## config.mk

```make
export PLATFORM = sky130hd
export DESIGN_NAME = glitch_filter_top
export DESIGN_NICKNAME = d
export VERILOG_FILES = /design/src/rtl/gf_pkg.sv /design/src/rtl/gf_strobe_gen.sv /design/src/rtl/gf_channel.sv /design/src/rtl/glitch_filter_top.sv
export SDC_FILE = /design/constraint.sdc
export NUM_CORES = 1
export LEC_CHECK = 0
export ABC_AREA = 1
export BUFFER_PORTS_ARGS = -buffer_cell sky130_fd_sc_hd__buf_2
export CORE_MARGIN = 5
export CORE_UTILIZATION = 58
export DETAILED_ROUTE_END_ITERATION = 8
export GPL_TIMING_DRIVEN = 0
export PLACE_DENSITY = 0.82
export SLEW_MARGIN = 10
export SYNTH_ARGS = -nofsm -noshare
export SYNTH_HDL_FRONTEND = slang
export SYNTH_SLANG_ARGS = --single-unit
```

## constraint.sdc

```tcl
create_clock -name clk -period 3.94 [get_ports clk]
set_input_delay 0.197 -clock clk [delete_from_list [all_inputs] [get_ports clk]]
set_output_delay 0.197 -clock clk [all_outputs]
set_load 0.05 [all_outputs]
```

## src/rtl/gf_pkg.sv

```systemverilog
package gf_pkg;
    localparam int PRE_W = 5;   // prescaler width, largest tap is 2**PRE_W
    localparam int SMP_N = 3;   // agreeing samples needed

    typedef enum logic [1:0] {
        SMP_DIV1  = 2'b00,
        SMP_DIV8  = 2'b01,
        SMP_DIV32 = 2'b10,
        SMP_CSRC  = 2'b11
    } smp_sel_e;

    typedef struct packed {
        logic [PRE_W-1:0] pre;
        logic [1:0]       ext_sync;
        logic             ext_prev;
    } stb_state_t;

    typedef struct packed {
        logic [1:0]       sync;
        logic [SMP_N-1:0] smp;
        logic             filt;
        logic             prev;
    } chan_state_t;
endpackage

```

## src/rtl/gf_strobe_gen.sv

```systemverilog
module gf_strobe_gen
    import gf_pkg::*;
(
    input  logic       clk,
    input  logic       rst_n,
    input  logic [2:0] src_sel,
    input  logic [1:0] smp_sel,
    input  logic       ext_tclk,
    output logic       strobe
);
    stb_state_t st_d, st_q;
    logic [PRE_W:0] tap;   // tap[k] fires once every 2**k cycles
    logic ext_stb;
    logic csrc_stb;

    assign tap[0] = 1'b1;
    for (genvar k = 1; k <= PRE_W; k++) begin : g_tap
        assign tap[k] = &st_q.pre[k-1:0];
    end

    always_comb begin
        st_d          = st_q;
        st_d.pre      = st_q.pre + 1'b1;
        st_d.ext_sync = {st_q.ext_sync[0], ext_tclk};
        st_d.ext_prev = st_q.ext_sync[1];
        ext_stb       = st_q.ext_sync[1] & ~st_q.ext_prev;
        case (src_sel)
            3'b001:  csrc_stb = tap[1];
            3'b010:  csrc_stb = tap[2];
            3'b011:  csrc_stb = tap[3];
            3'b100:  csrc_stb = tap[5];
            3'b101:  csrc_stb = ext_stb;
            default: csrc_stb = tap[0];
        endcase
        case (smp_sel_e'(smp_sel))
            SMP_DIV8:  strobe = tap[3];
            SMP_DIV32: strobe = tap[5];
            SMP_CSRC:  strobe = csrc_stb;
            default:   strobe = tap[0];
        endcase
    end

    always_ff @(posedge clk or negedge rst_n) begin
        if (!rst_n) st_q <= '0;
        else        st_q <= st_d;
    end


    ext_pulse_chk: assert property (@(posedge clk) disable iff (!rst_n)
        ext_stb |=> !ext_stb);


    div8_spacing_chk: assert property (@(posedge clk) disable iff (!rst_n)
        tap[3] |=> !tap[3]);
endmodule

```

## src/rtl/gf_channel.sv

```systemverilog
module gf_channel
    import gf_pkg::*;
(
    input  logic clk,
    input  logic rst_n,
    input  logic strobe,
    input  logic pin,
    input  logic filt_en,
    output logic level,
    output logic rise,
    output logic fall
);
    chan_state_t ch_d, ch_q;
    logic sel;

    always_comb begin
        ch_d      = ch_q;
        ch_d.sync = {ch_q.sync[0], pin};
        if (strobe)
            ch_d.smp = {ch_q.smp[SMP_N-2:0], ch_q.sync[1]};
        if (&ch_q.smp)
            ch_d.filt = 1'b1;
        else if (~|ch_q.smp)
            ch_d.filt = 1'b0;
        sel       = filt_en ? ch_q.filt : ch_q.sync[1];
        ch_d.prev = sel;
        level     = sel;
        rise      = sel & ~ch_q.prev;
        fall      = ~sel & ch_q.prev;
    end

    always_ff @(posedge clk or negedge rst_n) begin
        if (!rst_n) ch_q <= '0;
        else        ch_q <= ch_d;
    end


    filt_agree_chk: assert property (@(posedge clk) disable iff (!rst_n)
        (ch_q.filt != $past(ch_q.filt)) |-> ($past(ch_q.smp) == {SMP_N{ch_q.filt}}));


    smp_hold_chk: assert property (@(posedge clk) disable iff (!rst_n)
        !strobe |=> $stable(ch_q.smp));


    rise_once_chk: assert property (@(posedge clk) disable iff (!rst_n)
        rise |=> !rise);


    reset_quiet_chk: assert property (@(posedge clk) disable iff (!rst_n)
        !$past(rst_n) |-> (!rise && !fall));
endmodule

```

## src/rtl/glitch_filter_top.sv

```systemverilog
module glitch_filter_top #(
    parameter int NUM_CH = 4
) (
    input  logic              clk,
    input  logic              rst_n,
    input  logic [2:0]        src_sel,
    input  logic [1:0]        smp_sel,
    input  logic              ext_tclk,
    input  logic [NUM_CH-1:0] filt_en,
    input  logic [NUM_CH-1:0] pin_in,
    output logic [NUM_CH-1:0] level_out,
    output logic [NUM_CH-1:0] rise_out,
    output logic [NUM_CH-1:0] fall_out
);
    logic strobe;

    gf_strobe_gen u_stb (
        .clk      (clk),
        .rst_n    (rst_n),
        .src_sel  (src_sel),
        .smp_sel  (smp_sel),
        .ext_tclk (ext_tclk),
        .strobe   (strobe)
    );

    for (genvar c = 0; c < NUM_CH; c++) begin : g_ch
        gf_channel u_ch (
            .clk     (clk),
            .rst_n   (rst_n),
            .strobe  (strobe),
            .pin     (pin_in[c]),
            .filt_en (filt_en[c]),
            .level   (level_out[c]),
            .rise    (rise_out[c]),
            .fall    (fall_out[c])
        );
    end


    no_dual_edge_chk: assert property (@(posedge clk) disable iff (!rst_n)
        (rise_out & fall_out) == '0);
endmodule

```

# Word-level counts from Yosys, hierarchy flattened
# Index checks and enable logic that the tools add are counted.
# Widths: inputs -> output; s select.
# word_totals
regBits	36
input_bits	16
out_inout_bits	12
elab_cells	75
# classes
n_addsub	1
n_eq_ne	12
n_mux	14
bitwise	18
reduce_logical	11
# ops
op	n
$reduce_and 3->1	5
$mux 1	12
$reduce_or 3->1	4
$and 1x1->1	9
$not 1->1	9
$ne 2x1->1 const B	4
$eq 3x2->1 const B	2
$eq 3x3->1 const B	2
$add 5x1->5 const B	1
$pmux 1 s5	1
$reduce_and 5->1	1
$eq 2x2->1 const B	2
$eq 3x1->1 const B	1
$pmux 1 s3	1
$eq 2x1->1 const B	1
$reduce_and 2->1	1

# Longest topological paths before layout
# Gate-level depths: netlist (run 1).
# logic_depth
word_depth	4
depth_mapped	12
mapped_depth_nobuf	11

# Modules after synthesis
# A second synthesis (run 1) with hierarchy kept.
# hier_totals
cells_unflattened	155
hier_area_um2	1456.4
# modules_own_cells
module	n_inst	cells_each	area_each_um2	seq_area_each_um2
gf_channel	4	30	276.5	175.2
gf_strobe_gen	1	35	350.3	200.2

# Worst setup path before layout (run 1)
# No wires, ideal clock.
# synth_timing
kind	reg-to-reg
start	register u_stb.st_q[3] (netlist name)
end	register g_ch[0].u_ch.ch_q[3] (netlist name)
setup_time_ps	117
arrival_ps	1487
required_ps	3823
slack_ps	2336
path_stages_with_launch	12
n_path_buf	1
synth_period_minus_slack_ps	1604
path_cell_list	dfrtp_1 -> ha_1 -> nand2_1 -> nor2_1 -> ha_1 -> nand2_2 -> nand4_1 -> nand3_1 -> nand3_2 -> buf_6 -> nand2_1 -> nand2_1
# synth_between
elab_chain_len	3
elab_cells_between_ends	5
classes_between	2 x mux; 3 x reduce/logical
# synth_rtl
item	line	source
start, declared	gf_strobe_gen.sv:11	stb_state_t st_d, st_q;
start signal, assigned	gf_strobe_gen.sv:45	else st_q <= st_d;
$reduce_and 5->1, or another cell as far along	gf_strobe_gen.sv:18	assign tap[k] = &st_q.pre[k-1:0];
$pmux 1 s5	gf_strobe_gen.sv:27	case (src_sel)
$pmux 1 s3 *	gf_strobe_gen.sv:35	case (smp_sel_e'(smp_sel))
end signal, assigned	gf_channel.sv:34	else ch_q <= ch_d;
end, declared	gf_channel.sv:13	chan_state_t ch_d, ch_q;
# Mark *: on every way between the ends. The rest lies on a longest branch, timed or not.
# A chain may end at the register's enable or synchronous reset.

# Final worst setup path (run 1)
# layout_timing
start	register u_stb.st_q[3] (netlist name)
end	register g_ch[2].u_ch.ch_q[4] (netlist name)
# layout_between
elab_chain_len	3
elab_cells_between_ends	5
classes_between	2 x mux; 3 x reduce/logical
# layout_rtl
item	line
$reduce_and 5->1, or another cell as far along	gf_strobe_gen.sv:18
$pmux 1 s5	gf_strobe_gen.sv:27
$pmux 1 s3 *	gf_strobe_gen.sv:35
end signal, assigned	gf_channel.sv:34
end, declared	gf_channel.sv:13
# Marks and branches as above.

==> results.yml, run 1 <==
clocking:
  postCtsSetupRepairBufs: 0
  cts-buffers-inserted: 5
  clk_pin_slew_worst_paths_ns: 0.10
  cts_root_buf: "clkbuf_4"
  clock_latency_ns: 0.32
  cts-htree-levels: 2
  clock_sinks: 36
  clockBufferDepth: 2
  cts_tree: "done"
  cts_resized: 0
power_and_ir_drop:
  ir_drop_uv: 375.0
  p_leak_nw: 1.078
  pwr_density_cell_nw_per_um2: 432.8
global_routing:
  grt_use_total_pct: 16.74
  antenna_found_initial: 0
  grt_pass1_wl_um: 5181
  grt_max_degree: 37
  first_global_vias: 1257
  overflow: 0
critical_path:
  cp.arrival_ns: 2.08
  max_stage_delay_ns: 0.42
  crit_type: "register to register"
  worstSetupStartpointType: "register"
  worstPathRequired_ns: 4.20
  critPathSlowestCell: "dfrtp_1"
  crit_fanout: 10
  crit_chain: "ha_1 > nand2_1 > nor2_1 > ha_1 > nand2_2 > nand2_2 > a21oi_2 > nand3_1 > nand2_2 > buf_6 > nand3_1 > nand2_1"
  end_kind: "register"
  cpMostUsedCell: "nand2_2"
sta:
  setup_tns_ns: 0
  finalCriticalPeriod_ns: 1.823
  report.final.slew_viol_count: 0
  timing.slew.headroom_pct: 48.74
  fin_crit_sh_pct: 46.27
  grt_setup_unrepaired: "no"
  skew_ns: 0.008419
  max_freq_ghz: 0.5486
  finalHoldViolCount: 0
  worst_pin_slew_ns: 0.7689
  setup_viol: 0
run_status:
  status: "completed"
min_path:
  hold_class: "input port to register"
route:
  firstDrtPassIters: 4
  postRouteAntennaNets: 0
  routedWlPerCell_um: 11.70
  drt_iter0_drc: 31
  drc: 0
  postRouteWirelength_um: 2890
  detail_route.vias_per_cell: 4.899
  vias: 1210
die:
  start_util_pct: 59.15
  dieWidth_um: 62.34
  ios: 28
  fp.dieArea_um2: 3886
  die_h_um: 62.34
  row_count: 19
  core_um2: 2686
layout:
  multi_input_area_um2: 476.7
  n_fill_cell: 232
  n_antenna_cell: 0
  final_core_util_pct: 70.19
  drive_gt1_share_pct: 30.56
  syn_to_final_growth_pct: 18.66
  finalNetCount: 234
  register_area_um2: 900.9
job:
  max_cap_viol_count: 0
place:
  place_congestion: 0.7380
  portBuffers: 27
  hpwl_um: 2094
synth:
  synth_seq_area_share_pct: 56.69
  netlist_area_um2: 1589
  yosysWarningCount: 0
  avgSynthCellArea_um2: 9.080
  synth_nets: 194
  synth_cell_types: 18
  synth_seq_cells: 36
  syn_inst: 175
-- critical path: cells and delay by family, from the launching register on --
kind,cells,cell delay [ns]
simple gates,8,0.64
compound gates,1,0.10
buf+inv,1,0.14
fa+ha+maj,2,0.47
flops,1,0.42
-- placed cells by master (no fill, tap or decap) --
| cell | synthesis | layout |
|---|---|---|
| nand2_1 | 42 | 42 |
| dfrtp_1 | 36 | 36 |
| buf_2 | 1 | 28 |
| nand3_1 | 24 | 24 |
| inv_1 | 13 | 13 |
| nor2_1 | 13 | 13 |
| inv_2 | 12 | 12 |
| buf_4 | 12 | 12 |
| dlygate4sd3_1 | 0 | 6 |
| o21ai_1 | 5 | 5 |
| clkbuf_4 | 0 | 5 |
| o31ai_1 | 4 | 4 |
| nand2_2 | 3 | 3 |
| ha_1 | 3 | 3 |
| buf_6 | 2 | 2 |
| xor2_1 | 1 | 1 |
| nand4_1 | 1 | 1 |
| nand3_2 | 1 | 1 |
| a21oi_2 | 1 | 1 |
| o21ai_0 | 1 | 1 |
| clkinvlp_4 | 0 | 1 |
| clkbuf_1 | 0 | 1 |
| clkbuf_8 | 0 | 1 |
-- sequential cells by signal (all words and copies together), names as in the netlist --
register / count
u_stb.st_d: 2
g_ch.u_ch.ch_q: 24
g_ch.u_ch.ch_d: 4
u_stb.st_q: 6
-- timing repair --
action                     4_1_cts  5_1_grt
hold endpoints to repair        41        0
hold buffers                     6        0
setup endpoints to repair        0        0
-- worst paths after layout --
path                               startpoint              endpoint  slack, ns  depth (start not counted)
worst max-delay path            u_stb.st_q[3]  g_ch[2].u_ch.ch_q[4]       2.12                         12
worst min-delay path               filt_en[1]  g_ch[1].u_ch.ch_q[0]       0.14                          3
worst max register to register  u_stb.st_q[3]  g_ch[2].u_ch.ch_q[4]       2.12                         12
worst min register to register  u_stb.st_d[2]         u_stb.st_d[0]       0.36                          0
max in group asynchronous               rst_n  g_ch[2].u_ch.ch_q[4]       2.97                          2
min in group asynchronous               rst_n  g_ch[2].u_ch.ch_q[0]       0.48                          2
-- metal layers --
layer | up-vias | track usage (%) | wire (um)
met4 | 0 | 5.570 | 24
li1 | 622 | - | -
met5 | - | 0 | 0
met3 | 2 | 5.946 | 132
met2 | 21 | 29.79 | 1550
met1 | 565 | 18.33 | 1182
-- cell type report --
type                       count  share of cell area [%]
sequential                    36                   47.78
multi-input combinational     99                   25.28
timing repair buffer          33                   10.35
buffer                        15                   6.238
inverter                      25                   4.977
clock buffer                   7                   2.920
tap                           31                   2.057
clock inverter                 1                  0.3981
-- report_power, final --
part / internal (mW) / switching, mW
combinational: 0.0656 / 0.117
sequential: 0.406 / 0.0283
clock: 0.0874 / 0.111
total: 0.559 / 0.257
-- through the flow --
stage	std cells	hold slack, ns	setup slack (ns)	area, um^2	total power, mW
final	247	0.1366	2.117	1886	0.8161
after CTS	247	0.1141	2.111	1886	0.8281
after detailed placement	233	0.3068	2.147	1763	0.6212
after floorplan	175	-0.09859	2.336	1589	0.5710
after global routing	247	0.1193	1.997	1886	0.8700
after global placement	233	0.3025	2.226	1763	0.6092
-- logic make-up after synthesis --
| logic type | count (synthesis) | share of synthesized area, % |
|---|---|---|
| AO/OA/AOI/OAI | 11 | 4.330 |
| flip-flops | 36 | 56.69 |
| adder cells (fa/ha/maj) | 3 | 2.362 |
| XOR/XNOR | 1 | 0.5513 |
| buffers and inverters | 40 | 13.31 |
| AND/OR/NAND/NOR | 84 | 22.76 |
-- cell usage after synthesis --
| master | n | share of area, % |
|---|---|---|
| nand4_1 | 1 | 0.39 |
| o31ai_1 | 4 | 1.9 |
| inv_1 | 13 | 3.1 |
| nand2_2 | 3 | 1.2 |
| nand3_1 | 24 | 7.6 |
| o21ai_1 | 5 | 1.6 |
| dfrtp_1 | 36 | 57 |
| buf_6 | 2 | 1.4 |
| buf_4 | 12 | 5.7 |
| nand2_1 | 42 | 9.9 |
| ha_1 | 3 | 2.4 |
| nand3_2 | 1 | 0.63 |
| o21ai_0 | 1 | 0.31 |
| nor2_1 | 13 | 3.1 |
| a21oi_2 | 1 | 0.55 |
| inv_2 | 12 | 2.8 |
| buf_2 | 1 | 0.31 |
| xor2_1 | 1 | 0.55 |
Power figures use the tool's default switching activity.
==> run 2: changes to the inputs <==
- CORE_UTILIZATION: 58 -> 49
- PLACE_DENSITY: 0.82 -> 0.74
- clock period: 3.94 -> 1.64 ns (I/O delays scaled with it)
==> run 2 against run 1 <==
Against the previous run: first-iteration DRC count fell by 39%; core utilization is 4.8 points lower; worst setup slack worse by 2.1 ns; flip-flop and latch count is the same; clock power up 140%; final area up 6.8%; critical path depth did not move; via count is 2.1% higher; worst hold slack lost 0.12 ns.
==> results.yml, run 2 (synthesis gave the netlist of run 1 again) <==
die:
  start_util_pct: 51.63
  ios: 28
  die_h_um: 66.95
  row_count: 20
  core_um2: 3078
  dieWidth_um: 66.95
  fp.dieArea_um2: 4482
power_and_ir_drop:
  clkPwrFrac_pct: 24.4
  p_leak_nw: 1.125
  pwr_density_cell_nw_per_um2: 987.7
  switching_power_mw: 0.6371
  swShare_pct: 32.04
  power.total_mw: 1.988
  seq_power_share_pct: 52.6
  internal-power_mw: 1.351
  ir_drop_uv: 537.0
  p_comb_share_pct: 23.0
route:
  routedWlPerCell_um: 10.93
  drt_iter0_drc: 19
  vias: 1236
  drc: 0
  postRouteAntennaNets: 0
  postRouteWirelength_um: 2908
  firstDrtPassIters: 4
  detail_route.vias_per_cell: 4.647
sta:
  grt_setup_unrepaired: "yes"
  skew_ns: 0.006959
  layout_setup_ws_ns: 0.02098
  finalCriticalPeriod_ns: 1.619
  max_freq_ghz: 0.6177
  finalHoldViolCount: 0
  worst_pin_slew_ns: 0.7789
  report.final.slew_viol_count: 0
  timing.slew.headroom_pct: 48.08
  fin_crit_sh_pct: 98.72
  setup_viol: 0
critical_path:
  crit_type: "register to register"
  worstPathRequired_ns: 1.92
  rr_worst_depth: 12
  end_kind: "register"
  crit_fanout: 5
  cp.arrival_ns: 1.90
  worstSetupStartpointType: "register"
place:
  hpwl_um: 1992
  place_congestion: 0.7778
  portBuffers: 27
  place_ws_ns: -0.1257
global_routing:
  antenna_found_initial: 0
  first_global_vias: 1149
  grt_max_degree: 37
  grt_use_total_pct: 15.10
  grt_pass1_wl_um: 5030
  overflow: 0
layout:
  n_fill_cell: 253
  top_register: "g_ch.u_ch.ch_q"
  drive_gt1_share_pct: 37.39
  syn_to_final_growth_pct: 26.69
  layout_common_cells: "nand2_1 (40), dfrtp_1 (36), buf_2 (25), nand3_1 (18), buf_4 (16)"
  finalNetCount: 240
  largest_reg_flops: 24
  final_core_util_pct: 65.41
  final_common_cell: "nand2_1"
  n_antenna_cell: 0
job:
  max_cap_viol_count: 0
min_path:
  hold_class: "input port to register"
  hold_depth: 3
clocking:
  clock_sinks: 36
  clockBufferDepth: 2
  clk_pin_slew_worst_paths_ns: 0.11
  cts-htree-levels: 2
  cts_tree: "done"
  cts_root_buf: "clkbuf_4"
  cts-buffers-inserted: 5
  clock_latency_ns: 0.33
run_status:
  status: "completed"
run 2: worst max-delay path, cell delays in order, from the launching register on:
cell and delay [ns]:
dfrtp_1 0.42, ha_4 0.18, nand2_2 0.05, nor2_1 0.04, ha_2 0.18, nand2_2 0.08
nand2_2 0.05, a21oi_2 0.10, nand3_1 0.09, nand2_2 0.11, buf_6 0.14, nand3_1 0.07
nand2_1 0.07
run 2: final timing paths:
| kind | start | end | slack, ns |
|---|---|---|---|
| worst max-delay path | u_stb.st_q[4] | g_ch[3].u_ch.ch_q[3] | 0.02 |
| worst min-delay path | filt_en[2] | g_ch[2].u_ch.ch_q[0] | 0.01 |
| worst max register to register | u_stb.st_q[4] | g_ch[3].u_ch.ch_q[3] | 0.02 |
| worst min register to register | u_stb.st_d[2] | u_stb.st_d[0] | 0.36 |
| max in group asynchronous | rst_n | g_ch[1].u_ch.ch_q[1] | 0.79 |
| min in group asynchronous | rst_n | g_ch[2].u_ch.ch_q[6] | 0.36 |
run 2: timing repair:
action | CTS | global route
endpoints found under the setup margin | 11 | 14
buffers inserted | 4 | 0
hold buffers | 7 | 0
resized for setup | 5 | 12
endpoints found under the hold margin | 42 | 0
pin swaps | 14 | 9
gates cloned | 1 | 0
run 2: stage by stage:
| step | instance area [um^2] | setup TNS [ns] | std cells | hold WS, ns |
|---|---|---|---|---|
| final | 2013 | 0 | 266 | 0.01412 |
| after global routing | 2013 | -1.207 | 266 | 0.01812 |
| after CTS | 1962 | -0.01089 | 266 | 0.0004909 |
| after detailed placement | 1779 | -1.173 | 246 | 0.1913 |
| after global placement | 1779 | -0.6408 | 246 | 0.1897 |
| after floorplan | 1589 | 0 | 175 | -0.2136 |
run 2: layer usage:
layer	vias to the layer above	routed length, um	share of wire [%]	track usage (%)
li1	632	-	-	-
met1	570	1238	43	17.49
met2	30	1492	51	26.11
met3	4	149	5.1	4.216
met4	0	27	0.93	6.076
met5	-	0	0	0
run 2: final cells by class:
| class | instances | area [um^2] | share of cell area (%) |
|---|---|---|---|
| plain buffers | 15 | 120.1 | 5.966 |
| clock buffers | 6 | 51.30 | 2.548 |
| clock inverters | 2 | 10.01 | 0.4972 |
| inverters | 25 | 93.84 | 4.661 |
| multi-input cells | 99 | 530.5 | 26.35 |
| flip-flops and latches | 36 | 900.9 | 44.75 |
| well taps | 44 | 55.05 | 2.735 |
| repair buffers | 39 | 251.5 | 12.49 |
run 2: power by group through the flow:
| stage | sequential (mW) | clock (mW) | combinational [mW] |
|---|---|---|---|
| 6_report | 1.05 | 0.485 | 0.458 |
| 5_1_grt | 1.06 | 0.549 | 0.507 |
| 4_1_cts | 1.04 | 0.504 | 0.450 |
| 3_5_place_dp | 1.06 | 0 | 0.430 |
| 3_3_place_gp | 1.05 | 0 | 0.414 |
| 2_1_floorplan | 1.04 | 0 | 0.330 |
==> run 3: changes to the inputs <==
- CORE_UTILIZATION: 49 -> 37
- PLACE_DENSITY: 0.74 -> 0.69
==> run 3 against run 2 <==
Against the previous run: the run now ends with negative setup slack left; global-route usage down 3.1 points; via count is 0.97% higher; final area grew 0.99%; highest routed layer unchanged; critical endpoint is now g_ch[0].u_ch.ch_q[3].
==> results.yml, run 3 (synthesis gave the netlist of run 1 again) <==
power_and_ir_drop:
  clkPwrFrac_pct: 30.1
  swShare_pct: 29.98
  pwr_density_cell_nw_per_um2: 1043
  switching_power_mw: 0.6362
  p_leak_nw: 1.136
  power.total_mw: 2.122
  ir_drop_uv: 711.9
  seq_power_share_pct: 49.0
  p_comb_share_pct: 20.9
  internal-power_mw: 1.485
route:
  routedWlPerCell_um: 10.61
  postRouteAntennaNets: 0
  drt_iter0_drc: 71
  firstDrtPassIters: 4
  postRouteWirelength_um: 2918
  detail_route.vias_per_cell: 4.538
  vias: 1248
  drc: 0
layout:
  register_area_um2: 900.9
  largest_reg_flops: 24
  n_fill_cell: 392
  finalNetCount: 243
  final_area_um2: 2033
  drive_gt1_share_pct: 34.67
  final_common_cell: "nand2_1"
  multi_input_area_um2: 498.0
  n_antenna_cell: 0
  final_core_util_pct: 49.76
  top_register: "g_ch.u_ch.ch_q"
  syn_to_final_growth_pct: 27.95
  layout_common_cells: "nand2_1 (42), dfrtp_1 (36), buf_2 (28), nand3_1 (24), buf_4 (19)"
clocking:
  cts_root_buf: "clkbuf_8"
  clock_latency_ns: 0.29
  cts-buffers-inserted: 5
  clockBufferDepth: 2
  cts_tree: "done"
  clock_sinks: 36
  clk_pin_slew_worst_paths_ns: 0.07
  cts-htree-levels: 2
sta:
  finalHoldViolCount: 0
  hold_ws_ns: 0.06051
  report.final.slew_viol_count: 0
  worst_pin_slew_ns: 0.7729
  skew_ns: 0.005941
  finalCriticalPeriod_ns: 1.658
  setup_viol: 10
  setup_tns_ns: -0.1148
  timing.slew.headroom_pct: 48.48
  fin_crit_sh_pct: 101.1
  grt_setup_unrepaired: "yes"
  layout_setup_ws_ns: -0.01846
  max_freq_ghz: 0.6030
critical_path:
  end_kind: "register"
  worstPathRequired_ns: 1.86
  cp.arrival_ns: 1.88
  crit_type: "register to register"
  crit_fanout: 5
  worstSetupStartpointType: "register"
die:
  core_um2: 4086
  start_util_pct: 38.89
  fp.dieArea_um2: 5706
  dieWidth_um: 75.54
  row_count: 23
  ios: 28
  die_h_um: 75.54
global_routing:
  first_global_vias: 1212
  overflow: 0
  grt_pass1_wl_um: 5140
  grt_max_degree: 37
  antenna_found_initial: 0
  grt_use_total_pct: 11.96
min_path:
  hold_class: "input port to register"
job:
  max_cap_viol_count: 0
place:
  portBuffers: 27
  hpwl_um: 1884
  placed_area_um2: 1787
  place_congestion: 0.7829
run_status:
  violations: "negative setup slack"
  status: "finished, violations left"
run 3: cell types whose count changed in the layout (fill, tap and decap cells not counted), sizes merged:
cell,previous run,this run
buf,44,51
dlygate4sd3,7,6
clkbuf,9,8
clkinv,2,0
run 3: metal layers:
| layer | track usage, % | vias up | share of wire [%] |
|---|---|---|---|
| met4 | 6.602 | 0 | 2.2 |
| li1 | - | 637 | - |
| met1 | 14.72 | 563 | 44 |
| met5 | 0 | - | 0 |
| met3 | 3.694 | 9 | 7.4 |
| met2 | 18.70 | 39 | 47 |
run 3: power by group through the flow:
stage / registers (mW) / clock network, mW / logic (mW)
3_3_place_gp: 1.05 / 0 / 0.418
5_1_grt: 1.05 / 0.700 / 0.497
6_report: 1.04 / 0.639 / 0.443
2_1_floorplan: 1.04 / 0 / 0.330
3_5_place_dp: 1.06 / 0 / 0.426
4_1_cts: 1.04 / 0.651 / 0.449
run 3: worst paths after layout:
| check | start | endpoint | slack [ns] | cells after the start |
|---|---|---|---|---|
| min reg2reg | g_ch[3].u_ch.ch_d[6] | g_ch[3].u_ch.ch_q[6] | 0.35 | 0 |
| max | u_stb.st_q[4] | g_ch[0].u_ch.ch_q[3] | -0.02 | 12 |
| min in group asynchronous | rst_n | u_stb.st_d[2] | 0.40 | 2 |
| max in group asynchronous | rst_n | g_ch[0].u_ch.ch_q[0] | 0.75 | 2 |
| max reg2reg | u_stb.st_q[4] | g_ch[0].u_ch.ch_q[3] | -0.02 | 12 |
| min | filt_en[3] | g_ch[3].u_ch.ch_q[0] | 0.06 | 3 |
run 3: area by class of cell:
class                           count  area share, %
Buffer                             15          5.785
Clock buffer                        8          4.431
Inverter                           25          4.615
Multi-Input combinational cell     99          24.49
Sequential cell                    36          44.31
Tap cell                           50          3.077
Timing Repair Buffer               42          13.29
run 3: metrics by stage:
step	instances	setup slack [ns]
floorplan	175	0.03612
global placement	252	-0.09290
detailed placement	252	-0.1222
CTS	272	0.002415
global route	275	-0.1384
finish	275	-0.01846
run 3: repair_timing:
action / in CTS / in global routing
hold buffers: 6 / 0
endpoints found under the setup margin: 10 / 11
setup buffers: 4 / 3
gates cloned: 2 / 0
pin swaps: 5 / 3
gates resized for setup: 7 / 2
endpoints found under the hold margin: 41 / 0
run 3: critical path, cell delays in order, from the launching register on:
cell and delay, ns:
dfrtp_1 0.41, ha_4 0.19, nand2_1 0.06, nor2_1 0.04
ha_2 0.20, nand2_2 0.07, nand2_2 0.05, a21oi_2 0.10
nand3_1 0.08, nand2_2 0.12, buf_4 0.15, nand3_1 0.06
nand2_1 0.07
